[config.mk]
export PLATFORM = sky130hd
export DESIGN_NAME = bp_dual_predictor
export DESIGN_NICKNAME = d
export VERILOG_FILES = /design/src/rtl/bp_pkg.sv /design/src/rtl/bp_entry.sv /design/src/rtl/bp_sel.sv /design/src/rtl/bp_dual_predictor.sv
export SDC_FILE = /design/constraint.sdc
export NUM_CORES = 1
export LEC_CHECK = 0
export BUFFER_PORTS_ARGS = -buffer_cell sky130_fd_sc_hd__buf_2
export CAP_MARGIN = 20
export CORE_MARGIN = 5
export CORE_UTILIZATION = 49
export DETAILED_ROUTE_END_ITERATION = 10
export PLACE_DENSITY = 0.77
export REMOVE_ABC_BUFFERS = 1
export SYNTH_ARGS = -nofsm -noshare
export SYNTH_HDL_FRONTEND = slang
export SYNTH_HIERARCHICAL = 1
export SYNTH_SLANG_ARGS = --single-unit
[constraint.sdc]
create_clock -name clk -period 2.1 [get_ports clk]
set_input_delay 0.42 -clock clk [delete_from_list [all_inputs] [get_ports clk]]
set_output_delay 0.42 -clock clk [all_outputs]
set_load 0.01 [all_outputs]
[src/rtl/bp_pkg.sv]
package bp_pkg;

  // Hysteresis state of one entry: predicted direction plus fresh-change flag.
  typedef struct packed {
    logic fresh;
    logic dir;
  } hyst_t;

  localparam hyst_t HYST_RESET = '{fresh: 1'b0, dir: 1'b0};

  // Shift the newest outcome into bit 0, the older one moves to bit 1.
  function automatic logic [1:0] hist_push(input logic [1:0] h, input logic t);
    return {h[0], t};
  endfunction

  // History strategy: not-taken only when both remembered outcomes were not-taken.
  function automatic logic hist_pred(input logic [1:0] h);
    return |h;
  endfunction

  // Hysteresis strategy next state; prev is the outcome of the update before this one.
  function automatic hyst_t hyst_next(input hyst_t s, input logic prev, input logic t);
    hyst_t n;
    n = s;
    if (t == s.dir) begin
      n.fresh = 1'b0;
    end else if (s.fresh) begin
      n.fresh = 1'b0;
      n.dir   = ~s.dir;
    end else if (prev != s.dir) begin
      n.fresh = 1'b1;
      n.dir   = t;
    end
    return n;
  endfunction

endpackage

[src/rtl/bp_entry.sv]
module bp_entry
  import bp_pkg::*;
(
  input  logic clk,
  input  logic rst_n,
  input  logic wr_en,
  input  logic wr_taken,
  output logic pred_hist,
  output logic pred_hyst
);

  logic [1:0] hist_q;
  hyst_t      hyst_q;

  // Named events for the assertions
  logic ev_wrong;
  logic ev_second_wrong;
  logic ev_revert;
  assign ev_wrong        = wr_en && (wr_taken != hyst_q.dir);
  assign ev_second_wrong = ev_wrong && !hyst_q.fresh && (hist_q[0] != hyst_q.dir);
  assign ev_revert       = ev_wrong && hyst_q.fresh;

  always_ff @(posedge clk or negedge rst_n) begin
    if (!rst_n) begin
      hist_q <= 2'b00;
      hyst_q <= HYST_RESET;
    end else if (wr_en) begin
      hist_q <= hist_push(hist_q, wr_taken);
      hyst_q <= hyst_next(hyst_q, hist_q[0], wr_taken);
    end
  end

  assign pred_hist = hist_pred(hist_q);
  assign pred_hyst = hyst_q.dir;

  // one wrong outcome on a settled prediction keeps the direction
  a_r3_single_err_holds: assert property (@(posedge clk) disable iff (!rst_n)
    (ev_wrong && !ev_second_wrong && !hyst_q.fresh) |=> (pred_hyst == $past(pred_hyst)));

  // a second consecutive wrong outcome flips to a fresh prediction
  a_r3_flip_on_second: assert property (@(posedge clk) disable iff (!rst_n)
    ev_second_wrong |=> (pred_hyst != $past(pred_hyst)) && hyst_q.fresh);

  // a wrong outcome on a fresh prediction restores the earlier one, settled
  a_r4_revert: assert property (@(posedge clk) disable iff (!rst_n)
    ev_revert |=> (pred_hyst != $past(pred_hyst)) && !hyst_q.fresh);

  // without a write nothing in the entry moves
  a_r7_no_write_hold: assert property (@(posedge clk) disable iff (!rst_n)
    !wr_en |=> $stable(pred_hist) && $stable(pred_hyst) && $stable(hyst_q.fresh));

endmodule

[src/rtl/bp_sel.sv]
module bp_sel #(
  parameter int IDX_W = 4,
  localparam int N = 1 << IDX_W
) (
  input  logic [N-1:0]     hist_vec,
  input  logic [N-1:0]     hyst_vec,
  input  logic             mode_sel,
  input  logic [IDX_W-1:0] idx,
  output logic             taken
);

  logic a_bit;
  logic b_bit;
  assign a_bit = hist_vec[idx];
  assign b_bit = hyst_vec[idx];
  assign taken = mode_sel ? b_bit : a_bit;

endmodule

[src/rtl/bp_dual_predictor.sv]
module bp_dual_predictor #(
  parameter int IDX_W = 4
) (
  input  logic             clk,
  input  logic             rst_n,
  input  logic             mode_sel,
  input  logic [IDX_W-1:0] lk_idx,
  output logic             lk_taken,
  input  logic             up_valid,
  input  logic [IDX_W-1:0] up_idx,
  input  logic             up_taken
);

  localparam int N = 1 << IDX_W;

  logic [N-1:0] wr_vec;
  logic [N-1:0] hist_vec;
  logic [N-1:0] hyst_vec;

  for (genvar g = 0; g < N; g++) begin : g_ent
    assign wr_vec[g] = up_valid && (up_idx == IDX_W'(g));
    bp_entry u_ent (
      .clk       (clk),
      .rst_n     (rst_n),
      .wr_en     (wr_vec[g]),
      .wr_taken  (up_taken),
      .pred_hist (hist_vec[g]),
      .pred_hyst (hyst_vec[g])
    );
  end

  bp_sel #(.IDX_W(IDX_W)) u_sel (
    .hist_vec (hist_vec),
    .hyst_vec (hyst_vec),
    .mode_sel (mode_sel),
    .idx      (lk_idx),
    .taken    (lk_taken)
  );

  // at most one entry written per cycle, none when idle
  a_r7_one_writer: assert property (@(posedge clk) disable iff (!rst_n)
    $onehot0(wr_vec) && (up_valid || (wr_vec == '0)));

  // with no update the answer for a steady lookup stays steady
  a_r7_idle_hold: assert property (@(posedge clk) disable iff (!rst_n)
    ($past(!up_valid) && $stable(lk_idx) && $stable(mode_sel)) |-> $stable(lk_taken));

endmodule

---- Word level (Yosys, flattened, before mapping) ----
Cells that the tools add are included.
cells by class
  reductions and logical operators ........ 65
  eq/ne operators ......................... 47
  $lt $le $gt $ge ......................... 1
  muxes and demuxes ....................... 53
  bitwise gates (word level) .............. 32
operator list
  operator                                                                       count
  2-bit 2-to-1 mux                                                               32
  3-bit AND reduction                                                            16
  4-bit equality test (second input constant)                                    8
  1-bit NOT                                                                      32
  2-bit nonzero test                                                             16
  2-bit OR reduction                                                             16
  1-bit 2-to-1 mux                                                               19
  1-bit equality test                                                            16
  4-bit by 3-bit equality test with 1-bit output (second input constant)         4
  1-bit logical AND                                                              16
  1-bit != test                                                                  16
  1-bit binary-select mux with 4-bit select                                      2
  4-bit by 2-bit equality test with 1-bit output (second input constant)         2
  4-bit by 5-bit less-than comparator with 1-bit output (second input constant)  1
  4-bit by 1-bit equality test with 1-bit output (second input constant)         1
  4-bit zero test                                                                1
word-level totals
  output and inout bits ................... 1
  flip-flop bits (word level) ............. 64

---- Depth between registers and ports, before layout ----
  depth in word-level cells ............... 4
  gate-level depth with buffers ........... 7
  depth with buffers taken out ............ 6

---- Hierarchy ----
Netlist, hierarchy kept.
by module, submodules not included
  module             cells an instance  area an instance (um2)  times used
  bp_entry           16                 186.4                   16
  bp_sel             41                 325.3                   1
  bp_dual_predictor  23                 117.6                   1

---- Worst setup path after synthesis ----
No wires, ideal clock.
  path type ............................... input to output
  start ................................... input lk_idx[1]
  end ..................................... output lk_taken
  arrival ................................. 1344 ps
  stages .................................. 7
  setup slack ............................. 336 ps
  data required time ...................... 1680 ps
  cells stage by stage .................... buf_6 -> buf_12 -> mux2i_1 -> a22oi_1 -> nand3_1 -> nand2_1 -> a311o_1
on the way
  cells in the longest elaborated chain, start to end .. 3
ends and longest elaborated chain
  what                                                          RTL line                    RTL
  from (decl)                                                   bp_dual_predictor.sv:7      input logic [IDX_W-1:0] lk_idx,
  1-bit binary-select mux with 4-bit select (on tied branches)  bp_sel.sv:14, bp_sel.sv:15
  1-bit 2-to-1 mux (on tied branches)                           bp_sel.sv:14, bp_sel.sv:15
  1-bit 2-to-1 mux (*)                                          bp_sel.sv:16                assign taken = mode_sel ? b_bit : a_bit;
  to (decl)                                                     bp_dual_predictor.sv:8      output logic lk_taken,
Every way passes the cells marked *; elsewhere a longest branch is shown, timed or not. The select of a mux whose other input is x is not followed.

---- Final worst setup path ----
  start ................................... register g_ent[10].u_ent.hist_q[0]
  end ..................................... output lk_taken
on the way
  cells in the longest elaborated chain, start to end .. 4
ends and longest elaborated chain
  what                                       RTL line                 RTL
  from (decl)                                bp_entry.sv:12           logic [1:0] hist_q;
  from (signal assigned)                     bp_entry.sv:28           hist_q <= hist_push(hist_q, wr_taken);
  2-bit OR reduction                         bp_pkg.sv:18             return |h;
  net hist_vec[10]                           bp_dual_predictor.sv:17  logic [N-1:0] hist_vec;
  1-bit binary-select mux with 4-bit select  bp_sel.sv:14             assign a_bit = hist_vec[idx];
  1-bit 2-to-1 mux (implied by the code)     bp_sel.sv:14
  1-bit 2-to-1 mux                           bp_sel.sv:16
The timed path passes the listed nets, and every way through them passes these cells. The select of a mux whose other input is x is not followed.

==> results_dict.tcl <==
set metrics [dict create \
    run_status "finished with violations" \
    drive_gt1_share_pct 22.8 \
    maxCapViolations 0 \
    yosys.area_share.simple_pct 19.0 \
    whs_ns 0.0552 \
    setup_viol 1 \
    synth_xor_xnor_area_share_pct 0 \
    cts-buffers-inserted 9 \
    hold_path.class "in -> async" \
    synth_compound_area_share_pct 11.8 \
    yosys.area.top_type "dfrtp_1" \
    firstDrtPassIters 4 \
    die_w_um 93.6 \
    cts.clk_slew.worst_paths_ns 0.07 \
    finalCriticalPeriod_ns 2.19 \
    synthCells 320 \
    grt_pass1_wl_um 12000 \
    most-common-layout-cells "64 x dfrtp_1, 35 x a21oi_1, 32 x mux2i_1" \
    rrSetupSlack_ns 0.92 \
    fin_cells 465 \
    setup.worst_path.start "g_ent[10].u_ent/hist_q[0]" \
    io_buffers 13 \
    holdBufCountCts 0 \
    wl_um 7120 \
    skew_ns 0.00482 \
    cp-start-kind "register" \
    final_net_count 377 \
    synthDistinctLibCells 28 \
    failed_checks "setup timing" \
    coreArea_um2 6790 \
    synth_adder_area_share_pct 0 \
    cts_max_level 3 \
    ys_warn_count 6 \
    dp_cells 436 \
    ys_top_cells_by_area "dfrtp_1 47%, mux2i_1 9.3%, mux2_1 5.3%, mux2_2 5.3%, a21oi_1 5.1%" \
    drt-initial-drc-count 136 \
    worst_slack_ns -0.0878 \
    power_density_nw_per_um2 846 \
    drv_slew 0 \
    crit_chain "or2_4 > mux2i_1 > a21oi_1 > nand3_1 > nand2_1 > a311o_1 > buf_2" \
    die_area_um2 8760 \
    synth_top_family_by_area "multiplexers" \
    synth_mux_area_share_pct 19.9 \
    finalCritPeriodShare_pct 104 \
    path_class "reg -> out" \
    grt_use_total_pct 17.5 \
    clock_latency_ns 0.34 \
    cts_max_path_buffers 2 \
    grt_antenna_before_repair 0 \
    ant_nets 0 \
    peakVddDrop_uv 400 \
    setup_tns_ns -0.0878 \
    end_kind "output pin" \
    area_delta_synth_final_pct 16.7 \
    grt_overflow 0 \
    crit_path_max_incr_delay_ns 0.40 \
    r2r-start "g_ent[2].u_ent/hist_q[0]" \
    dieHeight_um 93.6 \
    cts.sinks 64 \
    max_freq_mhz 457 \
    num_rows 30 \
    cp_data_required_time_ns 1.68 \
    cts_root_buffer "clkbuf_8" \
    gp_congestion 0.716 \
    ys_ff_latch 64 \
    seq_area_frac_synth_pct 46.7 \
    dp_hpwl_um 4670 \
    final_common_cell "dfrtp_1" \
    tightest_slew_ns 0.544 \
    p_leak_nw 1.76 \
    cts_tree "yes" \
    syn_avg_cell_area_um2 10.7 \
    slew_headroom_pct 63.7 \
    grt_pass1_vias 2498 \
    grt_max_degree 81 \
    slowest_stage "dfrtp_1" \
    syn_area_um2 3430 \
    dp_slack_ns 0.0323 \
    cp.arrival_ns 1.77 \
    via_per_inst 5.54 \
    drc 0 \
    fillCellCount 555 \
    ios 14 \
    hold_viol 0 \
    synth_top_area_share_pct 46.7 \
    rsz0062_at_grt "yes" \
    crit_path_max_fanout 2 \
    start_util_pct 50.4 \
    wire_per_inst_um 15.3 \
    via_count 2577 \
    antenna_cells 0 \
]
synth_stat cells:
library cell and instances:
dfrtp_1 64, a21oi_1 35, mux2i_1 32, nand2b_1 19, and3b_1 16, inv_1 16, mux2_1 16, mux2_2 16
nor3b_1 16, o21ai_1 16, o22ai_1 16, or2_2 16, nor2_1 13, nand2_1 7, a22oi_1 4, nand3_1 3
nor3_1 3, nand3b_1 2, a211oi_1 1, a311o_1 1, and2_1 1, and2b_1 1, buf_12 1, buf_6 1
nand4b_1 1, nor2b_1 1, nor3_2 1, or3b_4 1
critical path, delay by kind of cell, from the launching register on:
family / cells / cell delay, ns
multiplexers: 1 / 0.12
AND/OR/NAND/NOR: 3 / 0.39
flip-flops: 1 / 0.40
buffers and inverters: 1 / 0.15
AO/OA/AOI/OAI: 2 / 0.38
power breakdown:
part,internal [W],leakage [nW],total (W),switching [W]
clock,0.000519,0.0992,0.000970,0.000451
combinational,0.000491,0.820,0.000812,0.000321
sequential,0.00144,0.843,0.00160,0.000155
cell type report:
type / instances / area (µm²) / share of cell area (%)
repair buffers: 35 / 268 / 6.70
inverters: 16 / 60.1 / 1.50
clock buffers: 13 / 169 / 4.22
multi-input cells: 238 / 1770 / 44.1
clock inverters: 3 / 15.0 / 0.375
well taps: 96 / 120 / 3.00
flip-flops and latches: 64 / 1600 / 40.1
cells by family (layout without fill, tap and decap cells):
kind of cell | Yosys count | in the layout
AOI/OAI and AO/OA | 73 | 73
buffers and inverters | 18 | 67
DFF | 64 | 64
muxes | 64 | 64
and+or+nand+nor | 101 | 101
worst paths after layout:
kind                                              to  depth (start not counted)
setup / recovery                            lk_taken                          7
hold / removal             g_ent[13].u_ent/hyst_q[1]                          1
setup reg to reg            g_ent[2].u_ent/hyst_q[1]                          5
hold reg to reg             g_ent[1].u_ent/hyst_q[1]                          1
max in group asynchronous   g_ent[7].u_ent/pred_hyst                          2
min in group clk            g_ent[1].u_ent/hyst_q[1]                          1
flip-flops by register name, summed over array words and instances, names as in the netlist:
| signal | flops |
|---|---|
| g_ent.u_ent/hist_q | 32 |
| g_ent.u_ent/hyst_q | 16 |
| g_ent.u_ent/pred_hyst | 16 |
through the flow:
stage / power [W] / area (µm²) / util [%]
final: 0.00338 / 4000 / 58.9
after global routing: 0.00356 / 4000 / 58.9
after CTS: 0.00335 / 3950 / 58.1
after detailed placement: 0.00228 / 3680 / 54.2
after global placement: 0.00224 / 3680 / 54.2
after floorplan: 0.00205 / 3390 / -
routing by layer:
metal	routed length, µm	vias to the layer above	global-route usage, %
met3	201	10	4.02
met2	3560	25	28.2
met1	3220	1288	22.3
met5	0	-	0
li1	-	1254	-
met4	140	0	7.94
repair_timing:
action                                  CTS  global route
hold endpoints to repair                  0             0
resized for setup                         8             5
endpoints found under the setup margin    1             1
setup buffers                             8             5
pin swaps                                 5             4
Note: power is estimated with default switching activity, not from simulation.
